## src/rtl/sfq_pkg.sv

```systemverilog
// Shared encodings for the spill/fill transfer queue.
package sfq_pkg;

    // Kind of a queued register transfer
    typedef enum logic {
        XFER_SPILL = 1'b0,
        XFER_FILL  = 1'b1
    } xfer_op_e;

    // Which requester owns the outstanding cache access
    typedef enum logic {
        OWN_INSN  = 1'b0,
        OWN_QUEUE = 1'b1
    } port_owner_e;

endpackage

```

## src/rtl/sfq_fifo.sv

```systemverilog
// sfq_fifo: circular buffer of DEPTH packed entries.
// Assumes: a push is refused while full and a pop is ignored while empty.
// The head entry is read combinationally and stays valid until popped.
module sfq_fifo #(
    parameter int DEPTH = 8,
    parameter int WIDTH = 40
) (
    input  logic             clk,
    input  logic             rst_n,
    input  logic             push_req,
    input  logic [WIDTH-1:0] push_data,
    input  logic             pop_req,
    output logic [WIDTH-1:0] head_data,
    output logic             empty,
    output logic             full
);
    localparam int PTR_W = (DEPTH > 1) ? $clog2(DEPTH) : 1;
    localparam int CNT_W = $clog2(DEPTH + 1);
    localparam logic [PTR_W-1:0] LAST_SLOT = PTR_W'(DEPTH - 1);

    logic [WIDTH-1:0] slots [DEPTH];
    logic [PTR_W-1:0] wr_ptr;
    logic [PTR_W-1:0] rd_ptr;
    logic [CNT_W-1:0] level;
    logic             do_push;
    logic             do_pop;

    // Qualify requests against the current occupancy
    always_comb begin
        do_push = push_req && !full;
        do_pop  = pop_req && !empty;
    end

    // Occupancy flags
    always_comb begin
        empty = (level == '0);
        full  = (level == CNT_W'(DEPTH));
    end

    assign head_data = slots[rd_ptr];

    // Entry storage; written only on an accepted push
    always_ff @(posedge clk) begin
        if (do_push) begin
            slots[wr_ptr] <= push_data;
        end
    end

    // Pointer and occupancy bookkeeping with wrap at DEPTH
    always_ff @(posedge clk) begin
        if (!rst_n) begin
            wr_ptr <= '0;
            rd_ptr <= '0;
            level  <= '0;
        end else begin
            if (do_push) begin
                wr_ptr <= (wr_ptr == LAST_SLOT) ? '0 : wr_ptr + 1'b1;
            end
            if (do_pop) begin
                rd_ptr <= (rd_ptr == LAST_SLOT) ? '0 : rd_ptr + 1'b1;
            end
            case ({do_push, do_pop})
                2'b10:   level <= level + 1'b1;
                2'b01:   level <= level - 1'b1;
                default: level <= level;
            endcase
        end
    end

endmodule

```

## src/rtl/sfq_port_arb.sv

```systemverilog
// sfq_port_arb: owns the single data cache port.
// The queue head always wins over an instruction access. Only one access
// is outstanding at a time, and the owner is remembered so that the
// acknowledge is routed back to the right requester.
// Assumes: dc_ack comes no earlier than the cycle after acceptance, and
// only while an access is outstanding.
module sfq_port_arb
    import sfq_pkg::*;
#(
    parameter int ADDR_W = 32,
    parameter int DATA_W = 32,
    parameter int PREG_W = 7
) (
    input  logic              clk,
    input  logic              rst_n,
    // queue head
    input  logic              q_valid,
    input  xfer_op_e          head_op,
    input  logic [ADDR_W-1:0] head_addr,
    input  logic [PREG_W-1:0] head_preg,
    // instruction side
    input  logic              ins_req,
    input  logic              ins_we,
    input  logic [ADDR_W-1:0] ins_addr,
    input  logic [DATA_W-1:0] ins_wdata,
    output logic              ins_grant,
    output logic              ins_ack,
    // register file read port
    output logic              rf_rd_en,
    output logic [PREG_W-1:0] rf_rd_preg,
    input  logic [DATA_W-1:0] rf_rd_data,
    // cache port
    output logic              dc_req,
    output logic              dc_we,
    output logic [ADDR_W-1:0] dc_addr,
    output logic [DATA_W-1:0] dc_wdata,
    input  logic              dc_ready,
    input  logic              dc_ack,
    // queue retirement
    output logic              q_retire
);
    logic        port_busy;
    port_owner_e owner_q;
    logic        q_issue;
    logic        i_issue;
    logic        head_spill;
    logic        ack_hit;

    // Fixed priority: queue head first, instructions only on an empty queue
    always_comb begin
        q_issue    = q_valid && !port_busy;
        i_issue    = ins_req && !q_valid && !port_busy;
        head_spill = (head_op == XFER_SPILL);
    end

    // Cache port multiplexer; spill data comes straight from the register read
    always_comb begin
        dc_req   = q_issue || i_issue;
        dc_we    = q_issue ? head_spill : ins_we;
        dc_addr  = q_issue ? head_addr  : ins_addr;
        dc_wdata = q_issue ? rf_rd_data : ins_wdata;
    end

    // Register read for a spill happens while it is presented
    always_comb begin
        rf_rd_en   = q_issue && head_spill;
        rf_rd_preg = head_preg;
    end

    // Route grant and acknowledge to their owners
    always_comb begin
        ins_grant = i_issue && dc_ready;
        ack_hit   = dc_ack && port_busy;
        ins_ack   = ack_hit && (owner_q == OWN_INSN);
        q_retire  = ack_hit && (owner_q == OWN_QUEUE);
    end

    // Track the single outstanding access and its owner
    always_ff @(posedge clk) begin
        if (!rst_n) begin
            port_busy <= 1'b0;
            owner_q   <= OWN_INSN;
        end else if (ack_hit) begin
            port_busy <= 1'b0;
        end else if (dc_req && dc_ready) begin
            port_busy <= 1'b1;
            owner_q   <= q_issue ? OWN_QUEUE : OWN_INSN;
        end
    end

endmodule

```

## src/rtl/sfq_fill_wb.sv

```systemverilog
// sfq_fill_wb: registers the write-back of a completed fill.
// One cycle after the acknowledge it drives the register file write and a
// one-cycle ready pulse carrying the register number.
// Assumes: retire_fill is high for one cycle per fill.
module sfq_fill_wb #(
    parameter int DATA_W = 32,
    parameter int PREG_W = 7
) (
    input  logic              clk,
    input  logic              rst_n,
    input  logic              retire_fill,
    input  logic [PREG_W-1:0] retire_preg,
    input  logic [DATA_W-1:0] retire_data,
    output logic              rf_wr_en,
    output logic [PREG_W-1:0] rf_wr_preg,
    output logic [DATA_W-1:0] rf_wr_data,
    output logic              fill_done,
    output logic [PREG_W-1:0] fill_done_preg
);
    // Register file write stage
    always_ff @(posedge clk) begin
        if (!rst_n) begin
            rf_wr_en   <= 1'b0;
            rf_wr_preg <= '0;
            rf_wr_data <= '0;
        end else begin
            rf_wr_en <= retire_fill;
            if (retire_fill) begin
                rf_wr_preg <= retire_preg;
                rf_wr_data <= retire_data;
            end
        end
    end

    // Operand-ready pulse toward the scheduler
    always_ff @(posedge clk) begin
        if (!rst_n) begin
            fill_done      <= 1'b0;
            fill_done_preg <= '0;
        end else begin
            fill_done <= retire_fill;
            if (retire_fill) begin
                fill_done_preg <= retire_preg;
            end
        end
    end

endmodule

```

## src/rtl/spill_fill_queue.sv

```systemverilog
// spill_fill_queue: ordered queue of register spills and fills sharing the
// data cache port with instruction accesses, with strict priority for the
// queue.
// Assumes: addresses arrive fully formed from rename, and no disambiguation
// against in-flight loads and stores is needed. The register read port
// returns data in the same cycle.
module spill_fill_queue
    import sfq_pkg::*;
#(
    parameter int DEPTH  = 8,
    parameter int ADDR_W = 32,
    parameter int DATA_W = 32,
    parameter int PREG_W = 7
) (
    input  logic              clk,
    input  logic              rst_n,
    input  logic              enq_valid,
    input  logic              enq_op,
    input  logic [ADDR_W-1:0] enq_addr,
    input  logic [PREG_W-1:0] enq_preg,
    output logic              enq_stall,
    input  logic              ins_req,
    input  logic              ins_we,
    input  logic [ADDR_W-1:0] ins_addr,
    input  logic [DATA_W-1:0] ins_wdata,
    output logic              ins_grant,
    output logic              ins_ack,
    output logic [DATA_W-1:0] ins_rdata,
    output logic              dc_req,
    output logic              dc_we,
    output logic [ADDR_W-1:0] dc_addr,
    output logic [DATA_W-1:0] dc_wdata,
    input  logic              dc_ready,
    input  logic              dc_ack,
    input  logic [DATA_W-1:0] dc_rdata,
    output logic              rf_rd_en,
    output logic [PREG_W-1:0] rf_rd_preg,
    input  logic [DATA_W-1:0] rf_rd_data,
    output logic              rf_wr_en,
    output logic [PREG_W-1:0] rf_wr_preg,
    output logic [DATA_W-1:0] rf_wr_data,
    output logic              fill_done,
    output logic [PREG_W-1:0] fill_done_preg
);
    localparam int ENTRY_W = 1 + ADDR_W + PREG_W;

    logic [ENTRY_W-1:0] head_bits;
    logic               q_empty;
    logic               q_full;
    logic               q_retire;
    xfer_op_e           head_op;
    logic [ADDR_W-1:0]  head_addr;
    logic [PREG_W-1:0]  head_preg;
    logic               retire_fill;

    // Unpack the head entry into its fields
    always_comb begin
        head_op   = xfer_op_e'(head_bits[ENTRY_W-1]);
        head_addr = head_bits[PREG_W +: ADDR_W];
        head_preg = head_bits[PREG_W-1:0];
    end

    // A fill retires toward write-back; a spill simply leaves the queue
    always_comb begin
        retire_fill = q_retire && (head_op == XFER_FILL);
        enq_stall   = q_full;
        ins_rdata   = dc_rdata;
    end

    sfq_fifo #(
        .DEPTH (DEPTH),
        .WIDTH (ENTRY_W)
    ) u_fifo (
        .clk       (clk),
        .rst_n     (rst_n),
        .push_req  (enq_valid),
        .push_data ({enq_op, enq_addr, enq_preg}),
        .pop_req   (q_retire),
        .head_data (head_bits),
        .empty     (q_empty),
        .full      (q_full)
    );

    sfq_port_arb #(
        .ADDR_W (ADDR_W),
        .DATA_W (DATA_W),
        .PREG_W (PREG_W)
    ) u_arb (
        .clk        (clk),
        .rst_n      (rst_n),
        .q_valid    (!q_empty),
        .head_op    (head_op),
        .head_addr  (head_addr),
        .head_preg  (head_preg),
        .ins_req    (ins_req),
        .ins_we     (ins_we),
        .ins_addr   (ins_addr),
        .ins_wdata  (ins_wdata),
        .ins_grant  (ins_grant),
        .ins_ack    (ins_ack),
        .rf_rd_en   (rf_rd_en),
        .rf_rd_preg (rf_rd_preg),
        .rf_rd_data (rf_rd_data),
        .dc_req     (dc_req),
        .dc_we      (dc_we),
        .dc_addr    (dc_addr),
        .dc_wdata   (dc_wdata),
        .dc_ready   (dc_ready),
        .dc_ack     (dc_ack),
        .q_retire   (q_retire)
    );

    sfq_fill_wb #(
        .DATA_W (DATA_W),
        .PREG_W (PREG_W)
    ) u_wb (
        .clk            (clk),
        .rst_n          (rst_n),
        .retire_fill    (retire_fill),
        .retire_preg    (head_preg),
        .retire_data    (dc_rdata),
        .rf_wr_en       (rf_wr_en),
        .rf_wr_preg     (rf_wr_preg),
        .rf_wr_data     (rf_wr_data),
        .fill_done      (fill_done),
        .fill_done_preg (fill_done_preg)
    );

endmodule

```

## config.mk

```make
export PLATFORM = sky130hd
export DESIGN_NAME = spill_fill_queue
export DESIGN_NICKNAME = d
export VERILOG_FILES = /design/src/rtl/sfq_pkg.sv /design/src/rtl/sfq_fifo.sv /design/src/rtl/sfq_port_arb.sv /design/src/rtl/sfq_fill_wb.sv /design/src/rtl/spill_fill_queue.sv
export SDC_FILE = /design/constraint.sdc
export NUM_CORES = 1
export LEC_CHECK = 0
export BUFFER_PORTS_ARGS = -buffer_cell sky130_fd_sc_hd__buf_2
export CORE_MARGIN = 2
export CORE_UTILIZATION = 49
export CTS_CLUSTER_SIZE = 12
export DETAILED_ROUTE_END_ITERATION = 7
export PLACE_DENSITY = 0.76
export REMOVE_ABC_BUFFERS = 1
export SYNTH_ARGS = -nofsm -noshare
export SYNTH_HDL_FRONTEND = slang
export SYNTH_SLANG_ARGS = --single-unit
```

## constraint.sdc

```tcl
create_clock -name clk -period 6.1 [get_ports clk]
set_input_delay 1.22 -clock clk [delete_from_list [all_inputs] [get_ports clk]]
set_output_delay 1.22 -clock clk [all_outputs]
set_load 0.01 [all_outputs]
```

# ---- Word-level counts from Yosys, hierarchy flattened
# Memories as Yosys holds them, arrays and structs flattened. A register that Yosys moved wholly into a read port is not among the register bits.
# Index checks and enable logic that the tools add are counted.
# Widths: inputs -> output; s select.
dict set report totals {
  regBits 52
  latchBits 0
  mem_bits_rw 320
  romBits 0
  in_bits 175
  output_inout_bits 157
  elab_cells 53
  mem_count 1
}
# memory depth word_bits rd rd_ports_with_merged_regs wr line
set memory_table {}
lappend memory_table {u_fifo.slots 8 40 1 1 1 sfq_fifo.sv:21} ;# logic [WIDTH-1:0] slots [DEPTH];
dict set report classes {
  addsub 4
  mul 0
  div 0
  n_lt_le_gt_ge 0
  eq_ne 5
  shift 0
  n_mux 11
  bitwise_logic 4
  reduce_logical 20
}
# op n
set op_table {}
lappend op_table {{$mux 32} 2}
lappend op_table {{$logic_and 1x1->1} 12}
lappend op_table {{$mux 3} 4}
lappend op_table {{$pmux 4 s2} 1}
lappend op_table {{$add 3x1->3 const B} 2}
lappend op_table {{$eq 3x3->1 const B} 2}
lappend op_table {{$add 4x1->4 const B} 1}
lappend op_table {{$eq 4x4->1 const B} 1}
lappend op_table {{$logic_not 4->1} 1}
lappend op_table {{$mux 1} 4}
lappend op_table {{$not 1->1} 4}
lappend op_table {{$sub 4x1->4 const B} 1}
lappend op_table {{$logic_not 1->1} 3}
lappend op_table {{$eq 2x1->1 const B} 1}
lappend op_table {{$eq 2x2->1 const B} 1}
lappend op_table {{$reduce_and 2->1} 1}
lappend op_table {{$reduce_bool 2->1} 1}
lappend op_table {{$reduce_or 2->1} 1}
lappend op_table {{$logic_or 1x1->1} 1}

# ---- Logic depth before layout (Yosys ltp)
# Gate-level depths: netlist of run 1.
dict set report logic_depth {
  ltp_word 6
  depth_mapped 11
  depth_no_buf 9
}

# ---- Cells and area by module
# From an unflattened synthesis of run 1, not the netlist that was laid out.
dict set report unflattened {
  cells_unflattened 808
  hier_area_um2 15977.8
}
# mod n_inst cells_each area_per_inst_um2 seq_area_each_um2
set modules_own_cells {}
lappend modules_own_cells {sfq_fifo 1 542 12987.5 9869.5}
lappend modules_own_cells {sfq_fill_wb 1 136 1607.8 800.8}
lappend modules_own_cells {sfq_port_arb 1 96 1132.3 40.0}
lappend modules_own_cells {spill_fill_queue 1 34 250.2 0.0}

# ---- Worst setup path before layout of run 1
# OpenSTA, ideal clock, no wires.
dict set report synth_path {
  kind {input-to-reg}
  start {input enq_valid}
  end {memory u_fifo.slots[0][0] (enable)}
  arrival_time_ns 5.468
  required_time_ns 5.563
  slack_ns 0.095
  stages 3
  path_buffers 1
  cell_sequence {a21bo_2 clkbuf_1 nor4_1}
}
dict set report synth_via {
  elab_chain_len 3
}
# element line
set synth_lines {}
lappend synth_lines {{start: declaration} spill_fill_queue.sv:17} ;# input logic enq_valid,
lappend synth_lines {{$logic_and 1x1->1} sfq_fifo.sv:30} ;# do_push = push_req && !full;
lappend synth_lines {{$mux 1} sfq_fifo.sv:44} ;# if (do_push) begin
lappend synth_lines {{$mux 1 (implied by the code)} sfq_fifo.sv:45} ;# slots[wr_ptr] <= push_data;
lappend synth_lines {{end: declaration} sfq_fifo.sv:21}
# No other way between the ends.

==> flow_summary.json, run 1 <==
{
  "p_total_mw": 5.46,
  "top_layer": "met5",
  "fin_nets": 1431,
  "overflow": 0,
  "power_switching_mw": 1.24,
  "htree_levels": 2,
  "slew_headroom": 0.248,
  "max_freq_ghz": 0.230,
  "drive_above_1_share": 0.385,
  "finalSetupViolCount": 0,
  "synth-seq-cells": 375,
  "max-clock-path-buffers": 3,
  "port-buffer-count": 331,
  "cts_tree": "built",
  "grt_pass1_vias": 9308,
  "drt_iter0_markers": 755,
  "ant_nets": 0,
  "core_area_um2": 30700,
  "post_cts_buffers": 0,
  "insertion_delay_ns": 0.53,
  "die_area_um2": 32800,
  "crit_type": "register to primary output",
  "cts_buffers": 40,
  "finalNonFillerCells": 1675,
  "post_drt_wl_per_cell_um": 21.1,
  "syn_area_per_cell_um2": 16.0,
  "hold_viol": 0,
  "max_slew.worst_pin.slew_ns": 1.13,
  "antenna_found_initial": 8,
  "postLayoutCoreUtil": 0.595,
  "synthCells": 962,
  "met3WireLength_um": 2600,
  "synth_area_um2": 15400,
  "vias": 9284,
  "power_frac_clock": 0.393,
  "cts.clk_slew.worst_paths_ns": 0.06,
  "yosys_warnings": 0,
  "power_frac_seq": 0.522,
  "worstPathMaxFanout": 45,
  "required_ns": 4.88,
  "boundaryPins": 332,
  "drc": 0,
  "p_comb_frac": 0.085,
  "arrival_ns": 3.13,
  "drv_cap": 0,
  "grtUsageTotal": 0.213,
  "start_util": 0.500,
  "skew_ns": 0.0256,
  "internal-power_mw": 4.22,
  "dr.pass1.iters": 5,
  "vias_per_cell": 5.54,
  "die_h_um": 181,
  "dp_hpwl_um": 21600,
  "p_leak_nw": 6.65,
  "critPathMaxStageDelay_ns": 0.92,
  "powerDensity_nw_per_um2": 299,
  "cts_hold_buf": 0,
  "run_status": "finished, final reports clean",
  "path_delay_family": "multiplexers",
  "place_inst": 1603,
  "cts.sinks": 375,
  "wl_met1_um": 13800,
  "crit_buf_inv": 1,
  "critPathSlowestCell": "dfxtp_4",
  "row_count": 64,
  "rsz0062_at_grt": "no",
  "setup_tns_ns": 0,
  "hold_path.class": "register to register",
  "path_cells": "mux2_2, mux4_2, nor2_4, a21o_1, buf_2",
  "syn_to_final_growth_pct": 18.8,
  "cts_resized": 0,
  "fin_crit_ns": 4.35,
  "root_buffer": "clkbuf_16",
  "cp-start-kind": "register",
  "ys_types": 36,
  "report.final.slew_viol_count": 0,
  "nFillCells": 2346,
  "grt_pass1_wl_um": 53500,
  "ys_seq_area_frac": 0.696,
  "end_kind": "primary output",
  "drt_wl_total_um": 35300,
  "die_w_um": 181,
  "grt_max_degree": 99,
  "gp_congestion": 0.907,
  "final.period_utilization": 0.713,
  "ir_drop_uv": 239,
  "p_sw_frac": 0.227,
  "wl_met2_um": 17600
}
## power groups by stage
stage | combinational [mW] | clock, mW | sequential [mW]
6_report | 0.467 | 2.15 | 2.85
5_1_grt | 0.517 | 2.31 | 2.85
2_1_floorplan | 0.225 | 0 | 2.90
4_1_cts | 0.472 | 2.20 | 2.85
3_5_place_dp | 0.470 | 0 | 2.90
3_3_place_gp | 0.463 | 0 | 2.90
## layer usage
| layer | vias to the layer above | global-route usage |
|---|---|---|
| li1 | 4231 | - |
| met1 | 4564 | 0.266 |
| met2 | 405 | 0.367 |
| met3 | 78 | 0.0443 |
| met4 | 6 | 0.0852 |
| met5 | - | 0 |
## flip-flops by register name (all words and copies together), names as in the netlist, named ones only
name,flops
u_wb.rf_wr_preg,7
u_wb.rf_wr_data,32
u_fifo.rd_ptr,3
u_arb.port_busy,1
u_arb.owner_q,1
u_wb.rf_wr_en,1
u_fifo.level,4
u_fifo.slots,320
u_fifo.wr_ptr,3
## cell type report
class                           instances  area [um^2]  share of cell area
Clock inverter                         15          105             0.00575
Multi-Input combinational cell        485         4120               0.225
Timing Repair Buffer                  346         1780              0.0975
Inverter                                1         3.75            0.000205
Sequential cell                       375        10700               0.586
Clock buffer                           52         1050              0.0572
Tap cell                              396          495              0.0271
Antenna cell                            5         12.5            0.000684
## stage by stage
stage	hold slack, ns	area (um^2)	setup WS (ns)
floorplan	0.472	14800	0.00608
global placement	0.461	17100	2.28
detailed placement	0.467	17100	2.23
CTS	0.478	18300	1.66
global route	0.493	18300	1.51
finish	0.476	18300	1.75
## cell families after synthesis
logic type | synth area share
buffers and inverters | 0.0400
multiplexers | 0.153
flip-flops | 0.696
AND/OR/NAND/NOR | 0.0626
XOR/XNOR | 0.00171
adder cells (fa/ha/maj) | 0.00569
AO/OA/AOI/OAI | 0.0405
## path summary, 6_finish.rpt
path | from | end | slack, ns | cells after the start
hold reg to reg | u_wb.rf_wr_data[8] | u_wb.rf_wr_data[8] | 0.48 | 2
hold / removal | u_wb.rf_wr_data[8] | u_wb.rf_wr_data[8] | 0.48 | 2
setup reg to reg | u_fifo.level[0] | u_fifo.level[2] | 3.23 | 9
setup / recovery | register | dc_we | 1.75 | 5
## cell usage after synthesis
cell type / n / area share
a21bo_2: 1 / 0.00065
a21o_1: 2 / 0.00098
a21oi_1: 47 / 0.015
a22oi_1: 1 / 0.00049
and2_1: 1 / 0.00041
and3_1: 1 / 0.00041
buf_1: 7 / 0.0017
buf_12: 2 / 0.0026
buf_2: 13 / 0.0042
buf_4: 47 / 0.023
buf_6: 1 / 0.00073
clkbuf_1: 31 / 0.0076
clkinv_1: 1 / 0.00024
dfxtp_1: 55 / 0.072
edfxtp_1: 320 / 0.62
ha_1: 7 / 0.0057
mux2_1: 1 / 0.00073
mux2_2: 10 / 0.0073
mux2i_1: 39 / 0.025
mux4_1: 11 / 0.019
mux4_2: 69 / 0.10
nand2_1: 135 / 0.033
nand2b_1: 4 / 0.0016
nand3_1: 35 / 0.011
nand3b_1: 1 / 0.00049
nor2_1: 16 / 0.0039
nor2_4: 1 / 0.00073
nor2b_1: 2 / 0.00081
nor3_1: 20 / 0.0065
nor4_1: 2 / 0.00081
nor4b_1: 1 / 0.00057
nor4bb_1: 1 / 0.00065
o21ai_0: 71 / 0.023
or3_1: 2 / 0.00081
or4_1: 1 / 0.00049
xor2_1: 3 / 0.0017
## cell usage in the layout (no fill, tap or decap), types with 2 or more instances in the layout
master	count
mux2i_1	39
or3_1	2
nor3_2	4
buf_2	331
nor2b_1	2
mux4_1	11
nand2b_1	3
mux4_2	69
dfxtp_4	3
mux2_2	10
clkbuf_1	12
nor2_4	4
o21ai_0	71
nand2_1	135
edfxtp_1	320
inv_6	3
a21oi_1	47
clkbuf_16	40
nand3_1	35
nor2_1	12
a21o_1	2
clkinv_2	6
buf_4	14
xor2_1	3
nor3_1	16
diode_2	5
clkinv_1	6
dfxtp_1	52
ha_1	7
## worst reg2reg max path, cell delays in order, from the launching register on
cell and delay [ns]:
dfxtp_1 0.37, nor4_1 0.81, nor2_1 0.27, ha_1 0.34, xor2_1 0.17, ha_1 0.18, a21oi_1 0.14, xor2_1 0.09
or3_1 0.31, a21oi_1 0.13
Power figures use the tool's default switching activity.
==> inputs of run 2 (changes only) <==
ABC_AREA = 1   (was not set)
CORE_UTILIZATION = 55   (was 49)
PLACE_DENSITY = 0.8   (was 0.76)
clock period = 4.16 ns   (was 6.1 ns; I/O delays follow)
==> run 2 against run 1 <==
Core utilization up 6.1 points. Register-to-register slack worse by 1.6 ns. Synthesized cell count up 57%. Cell count up 31%. Power up 57%. First-iteration DRC count up 59%. Sequential cell count unchanged. Combinational power rose to 2.6 times the previous value. Via count up 27%. Critical path type unchanged. Highest routed layer unchanged.
==> flow_summary.json, run 2 <==
{
  "run_status": "finished, final reports clean",
  "core_area_um2": 28500,
  "cts_resized": 0,
  "antenna_found_initial": 7,
  "start_util": 0.555,
  "end_kind": "primary output",
  "die_area_um2": 30200,
  "hold_viol": 0,
  "drt_iter0_markers": 1204,
  "seqCellArea_um2": 10700,
  "die_h_um": 174,
  "largest_reg_flops": 320,
  "skew_ns": 0.0145,
  "top_layer": "met5",
  "wl_met2_um": 19100,
  "r2r_end": "u_wb.rf_wr_preg[4]",
  "synth.most_common_cell": "edfxtp_1",
  "row_count": 62,
  "fin_ws_ns": 0.711,
  "grt_pass1_vias": 11200,
  "cp-start-kind": "register",
  "final.period_utilization": 0.829,
  "cts_hold_buf": 0,
  "hold_path.class": "register to register",
  "gp_congestion": 0.857,
  "synth_edf_count": 320,
  "post_cts_buffers": 0,
  "arrival_ns": 2.62,
  "report.final.slew_viol_count": 0,
  "syn_area_per_cell_um2": 10.5,
  "yosys-top-cells-count": "edfxtp_1 (320), nand2_1 (304), nor2_1 (285), o21ai_0 (165), inv_1 (97)",
  "cts.clk_slew.worst_paths_ns": 0.06,
  "place_inst": 2128,
  "ff2ff_path_depth": 7,
  "top_regs": "u_fifo.slots: 320 flops, u_wb.rf_wr_data: 32 flops, u_wb.rf_wr_preg: 7 flops",
  "post_drt_wl_per_cell_um": 18.0,
  "fin_crit_ns": 3.45,
  "grtUsageTotal": 0.258,
  "yosys_warnings": 0,
  "rsz0062_at_grt": "no",
  "nFillCells": 2175,
  "boundaryPins": 332,
  "final_cell_mix": "buf_2 (331), edfxtp_1 (320), nand2_1 (303), nor2_1 (277), o21ai_0 (165)",
  "cts.sinks": 375,
  "worstPathMaxFanout": 57,
  "ys.flop_type": "edfxtp_1",
  "rrSetupSlack_ns": 1.62,
  "drv_cap": 0,
  "powerDensity_nw_per_um2": 457,
  "max-clock-path-buffers": 3,
  "hold_path_end": "u_arb.owner_q",
  "hold_start": "u_arb.owner_q",
  "drt_wl_total_um": 39600,
  "synth_area_leaders": "edfxtp_1 (61%), nand2_1 (7.2%), dfxtp_1 (6.9%)",
  "crit_type": "register to primary output",
  "ant_nets": 0,
  "dr.pass1.iters": 6,
  "largest-register": "u_fifo.slots",
  "root_buffer": "clkbuf_16",
  "synth_area_um2": 15900,
  "cts_tree": "built",
  "grt_max_degree": 193,
  "critPathMaxStageDelay_ns": 0.64,
  "path_cells": "buf_4, o21ai_0, o211ai_1, nand3_1, nand2_1, buf_2",
  "met3WireLength_um": 3080,
  "finalNonFillerCells": 2194,
  "postPlaceCellArea_um2": 17600,
  "drive_above_1_share": 0.230,
  "finalSetupViolCount": 0,
  "cts_buffers": 39,
  "synth_top_area_cell": "edfxtp_1",
  "multi_input_area_um2": 4150,
  "overflow": 0,
  "wl_met1_um": 15900,
  "syn_to_final_growth_pct": 18.1,
  "dpl_worst_slack_ns": 1.25,
  "vias_per_cell": 5.37,
  "synth_top_area_frac": 0.606,
  "critPathSlowestCell": "dfxtp_4",
  "required_ns": 3.33,
  "final_common_cell": "buf_2",
  "postSynth.asyncResetShare": 0,
  "insertion_delay_ns": 0.52,
  "drc": 0,
  "dp_hpwl_um": 23900,
  "die_w_um": 174,
  "htree_levels": 2,
  "ys_seq_area_frac": 0.676,
  "synth-seq-cells": 375,
  "max_slew.worst_pin.slew_ns": 0.919,
  "worstHoldPathCells": 2,
  "postLayoutCoreUtil": 0.656,
  "slew_headroom": 0.386,
  "synthCells": 1515,
  "setup_tns_ns": 0,
  "ys_types": 22,
  "ir_drop_uv": 267,
  "port-buffer-count": 331,
  "vias": 11800,
  "p_leak_nw": 7.79,
  "final_cell_area_um2": 18700,
  "grt_pass1_wl_um": 61000,
  "max_freq_ghz": 0.290,
  "fin_nets": 1967
}
## run 2: area by class of cell
type / instances / area share
clock buffers: 54 / 0.0551
clock inverters: 8 / 0.00354
multi-input cells: 915 / 0.221
inverters: 98 / 0.0198
repair buffers: 356 / 0.101
well taps: 384 / 0.0257
diodes: 4 / 0.000535
flip-flops and latches: 375 / 0.573
## run 2: how the worst max path moves through the flow
stage                        start  depth (start not counted)                 end
after global placement    register                          9         dc_addr[16]
after floorplan           register                          7  u_wb.rf_wr_preg[0]
after CTS                 register                          9         dc_addr[27]
after global routing      register                          9          dc_addr[1]
final                     register                          6          dc_addr[2]
after detailed placement  register                          9         dc_addr[27]
## run 2: metrics by stage
stage,power (mW),hold slack [ns]
after global placement,5.53,0.467
after detailed placement,5.56,0.474
after global routing,8.91,0.516
after CTS,8.62,0.485
final,8.56,0.485
after floorplan,4.95,0.459
## run 2: metal layers
metal,track usage,up-vias
met4,0.109,6
met5,0,-
met2,0.425,573
met1,0.341,5496
li1,-,5618
met3,0.0443,78
## run 2: critical path: cells and delay by family, from the launching register on
kind                   cells  cell delay (ns)
AO/OA/AOI/OAI              2             0.43
AND/OR/NAND/NOR            2             0.28
buffers and inverters      2             0.72
flip-flops                 1             0.64
## run 2: kinds of logic (layout without fill, tap and decap cells)
kind of cell,after synthesis,count (layout),share of synthesized area
AOI/OAI and AO/OA,269,269,0.0954
xor gates and xnor gates,4,4,0.00221
adders and majority gates,7,7,0.00552
buffers and inverters,225,516,0.0670
DFF,375,375,0.676
other,0,4,0
and+or+nand+nor,635,635,0.154
## run 2: where the power goes
part           internal [mW]  switching [mW]
Combinational          0.412           0.799
Clock                   1.78            1.31
Sequential              4.22          0.0407
==> inputs of run 3 (changes only) <==
ABC_AREA = 0   (was 1)
CORE_UTILIZATION = 54   (was 55)
PLACE_DENSITY = 0.79   (was 0.8)
clock period = 3.4 ns   (was 4.16 ns; I/O delays follow)
==> run 3 against run 2 <==
Critical path depth decreased by 1. Via count is 20% lower. Hold slack worse by 0.069 ns. Critical endpoint is now dc_addr[0]. First-iteration DRC count shrank 20%. Cell count shrank 24%. Die area fell by 1.2%. Clock skew rose by 0.010 ns. Sequential cell count stayed put. Combinational power is 28% lower. Register-to-register slack worse by 0.66 ns. Power increased by 14%.
==> flow_summary.json, run 3 (synthesis gave the netlist of run 1 again) <==
{
  "p_leak_nw": 6.71,
  "report.final.slew_viol_count": 0,
  "cts_resized": 0,
  "drive_above_1_share": 0.390,
  "max-clock-path-buffers": 3,
  "crit_type": "register to primary output",
  "final.period_utilization": 0.943,
  "rsz0062_at_grt": "no",
  "power_frac_seq": 0.522,
  "cts_hold_buf": 0,
  "final_cell_mix": "buf_2 (331), edfxtp_1 (320), nand2_1 (135), o21ai_0 (71), mux4_2 (69)",
  "drv_cap": 0,
  "nFillCells": 1966,
  "post_cts_buffers": 0,
  "finalSetupViolCount": 0,
  "internal-power_mw": 7.60,
  "worstPathMaxFanout": 24,
  "largest-register": "u_fifo.slots",
  "max_slew.worst_pin.slew_ns": 1.13,
  "p_comb_frac": 0.089,
  "root_buffer": "clkbuf_16",
  "powerDensity_nw_per_um2": 532,
  "skew_ns": 0.0246,
  "gp_congestion": 0.993,
  "boundaryPins": 332,
  "drc": 0,
  "run_status": "finished, final reports clean",
  "cts_tree": "built",
  "ant_nets": 0,
  "die_area_um2": 29900,
  "max_freq_ghz": 0.312,
  "grt_pass1_wl_um": 53900,
  "drt_iter0_markers": 968,
  "final_common_cell": "buf_2",
  "top_regs": "u_fifo.slots: 320 flops, u_wb.rf_wr_data: 32 flops, u_wb.rf_wr_preg: 7 flops",
  "largest_reg_flops": 320,
  "vias_per_cell": 5.66,
  "die_w_um": 173,
  "vias": 9396,
  "p_sw_frac": 0.223,
  "power_frac_clock": 0.389,
  "fin_crit_ns": 3.21,
  "syn_to_final_growth_pct": 19.4,
  "postLayoutCoreUtil": 0.658,
  "hold_path.class": "input pin to register",
  "required_ns": 2.72,
  "cts.sinks": 375,
  "core_area_um2": 27900,
  "overflow": 0,
  "grt_pass1_vias": 9294,
  "setup_tns_ns": 0,
  "dp_hpwl_um": 22100,
  "power_switching_mw": 2.18,
  "cts.clk_slew.worst_paths_ns": 0.06,
  "port-buffer-count": 331,
  "post_drt_wl_per_cell_um": 21.7,
  "row_count": 61,
  "start_util": 0.551,
  "end_kind": "primary output",
  "cts_buffers": 38,
  "htree_levels": 2,
  "hold_viol": 0,
  "cp-start-kind": "register",
  "drt_wl_total_um": 36100,
  "dr.pass1.iters": 5,
  "slew_headroom": 0.246,
  "arrival_ns": 2.53,
  "grt_max_degree": 53,
  "ir_drop_uv": 451,
  "insertion_delay_ns": 0.53,
  "antenna_found_initial": 8,
  "die_h_um": 173,
  "grtUsageTotal": 0.237,
  "fin_nets": 1442
}
==> run 3: changes by cell type in the layout (fill, tap and decap cells not counted), sizes merged, moves of 3 or more <==
cell,before,now
a21oi,38,47
buf,356,359
inv,99,0
mux2,0,11
mux2i,0,39
mux4,0,80
nand2,304,135
nand2b,0,4
nand3,45,35
nor2,285,17
nor3,0,20
o211ai,64,0
o21ai,165,71
==> run 3: per-stage QoR <==
step | power (mW) | instance area [um^2] | hold WS (ns) | instances | setup slack (ns)
2_1_floorplan | 5.61 | 14800 | 0.472 | 861 | -2.15
3_3_place_gp | 6.05 | 17200 | 0.459 | 1598 | 0.723
3_5_place_dp | 6.08 | 17200 | 0.465 | 1598 | 0.709
4_1_cts | 9.87 | 18400 | 0.388 | 1656 | 0.138
5_1_grt | 10.1 | 18400 | 0.415 | 1661 | 0.0266
6_report | 9.78 | 18400 | 0.416 | 1661 | 0.194
==> run 3: critical path: stages (launching register included) <==
cell     delay (ns)
dfxtp_4        0.67
buf_4          0.32
mux4_2         0.52
mux2i_1        0.22
o21ai_0        0.11
buf_2          0.16
==> run 3: metal layers <==
metal | vias to the layer above | share of wire | GRT usage
li1 | 4258 | - | -
met1 | 4624 | 0.40 | 0.311
met2 | 424 | 0.49 | 0.398
met3 | 84 | 0.069 | 0.0460
met4 | 6 | 0.034 | 0.0893
met5 | - | 0.0011 | 0
==> run 3: power groups by stage <==
stage                     clock (mW)  sequential, mW  combinational [mW]
after CTS                       3.89            5.11               0.876
after detailed placement           0            5.21               0.871
after global placement             0            5.20               0.855
final                           3.80            5.11               0.871
after global routing            4.03            5.11               0.955
after floorplan                    0            5.21               0.404
==> run 3: final cells by class <==
| cell class | instances | area, um^2 | area share |
|---|---|---|---|
| antenna | 5 | 12.5 | 0.000681 |
| clock buffer | 52 | 1070 | 0.0580 |
| clock inverter | 6 | 51.3 | 0.00279 |
| inverter | 1 | 3.75 | 0.000204 |
| multi-input combinational | 485 | 4120 | 0.224 |
| sequential | 375 | 10700 | 0.584 |
| tap | 378 | 473 | 0.0257 |
| timing repair buffer | 359 | 1930 | 0.105 |
==> run 3: final timing paths <==
kind / cells after the start / slack, ns / start / end
worst max-delay path: 5 / 0.19 / register / dc_addr[0]
worst min-delay path: 1 / 0.42 / enq_addr[17] / u_fifo.slots[4][24]
worst max register to register: 10 / 0.96 / u_fifo.level[1] / u_fifo.level[2]
worst min register to register: 2 / 0.47 / u_wb.rf_wr_data[28] / u_wb.rf_wr_data[28]
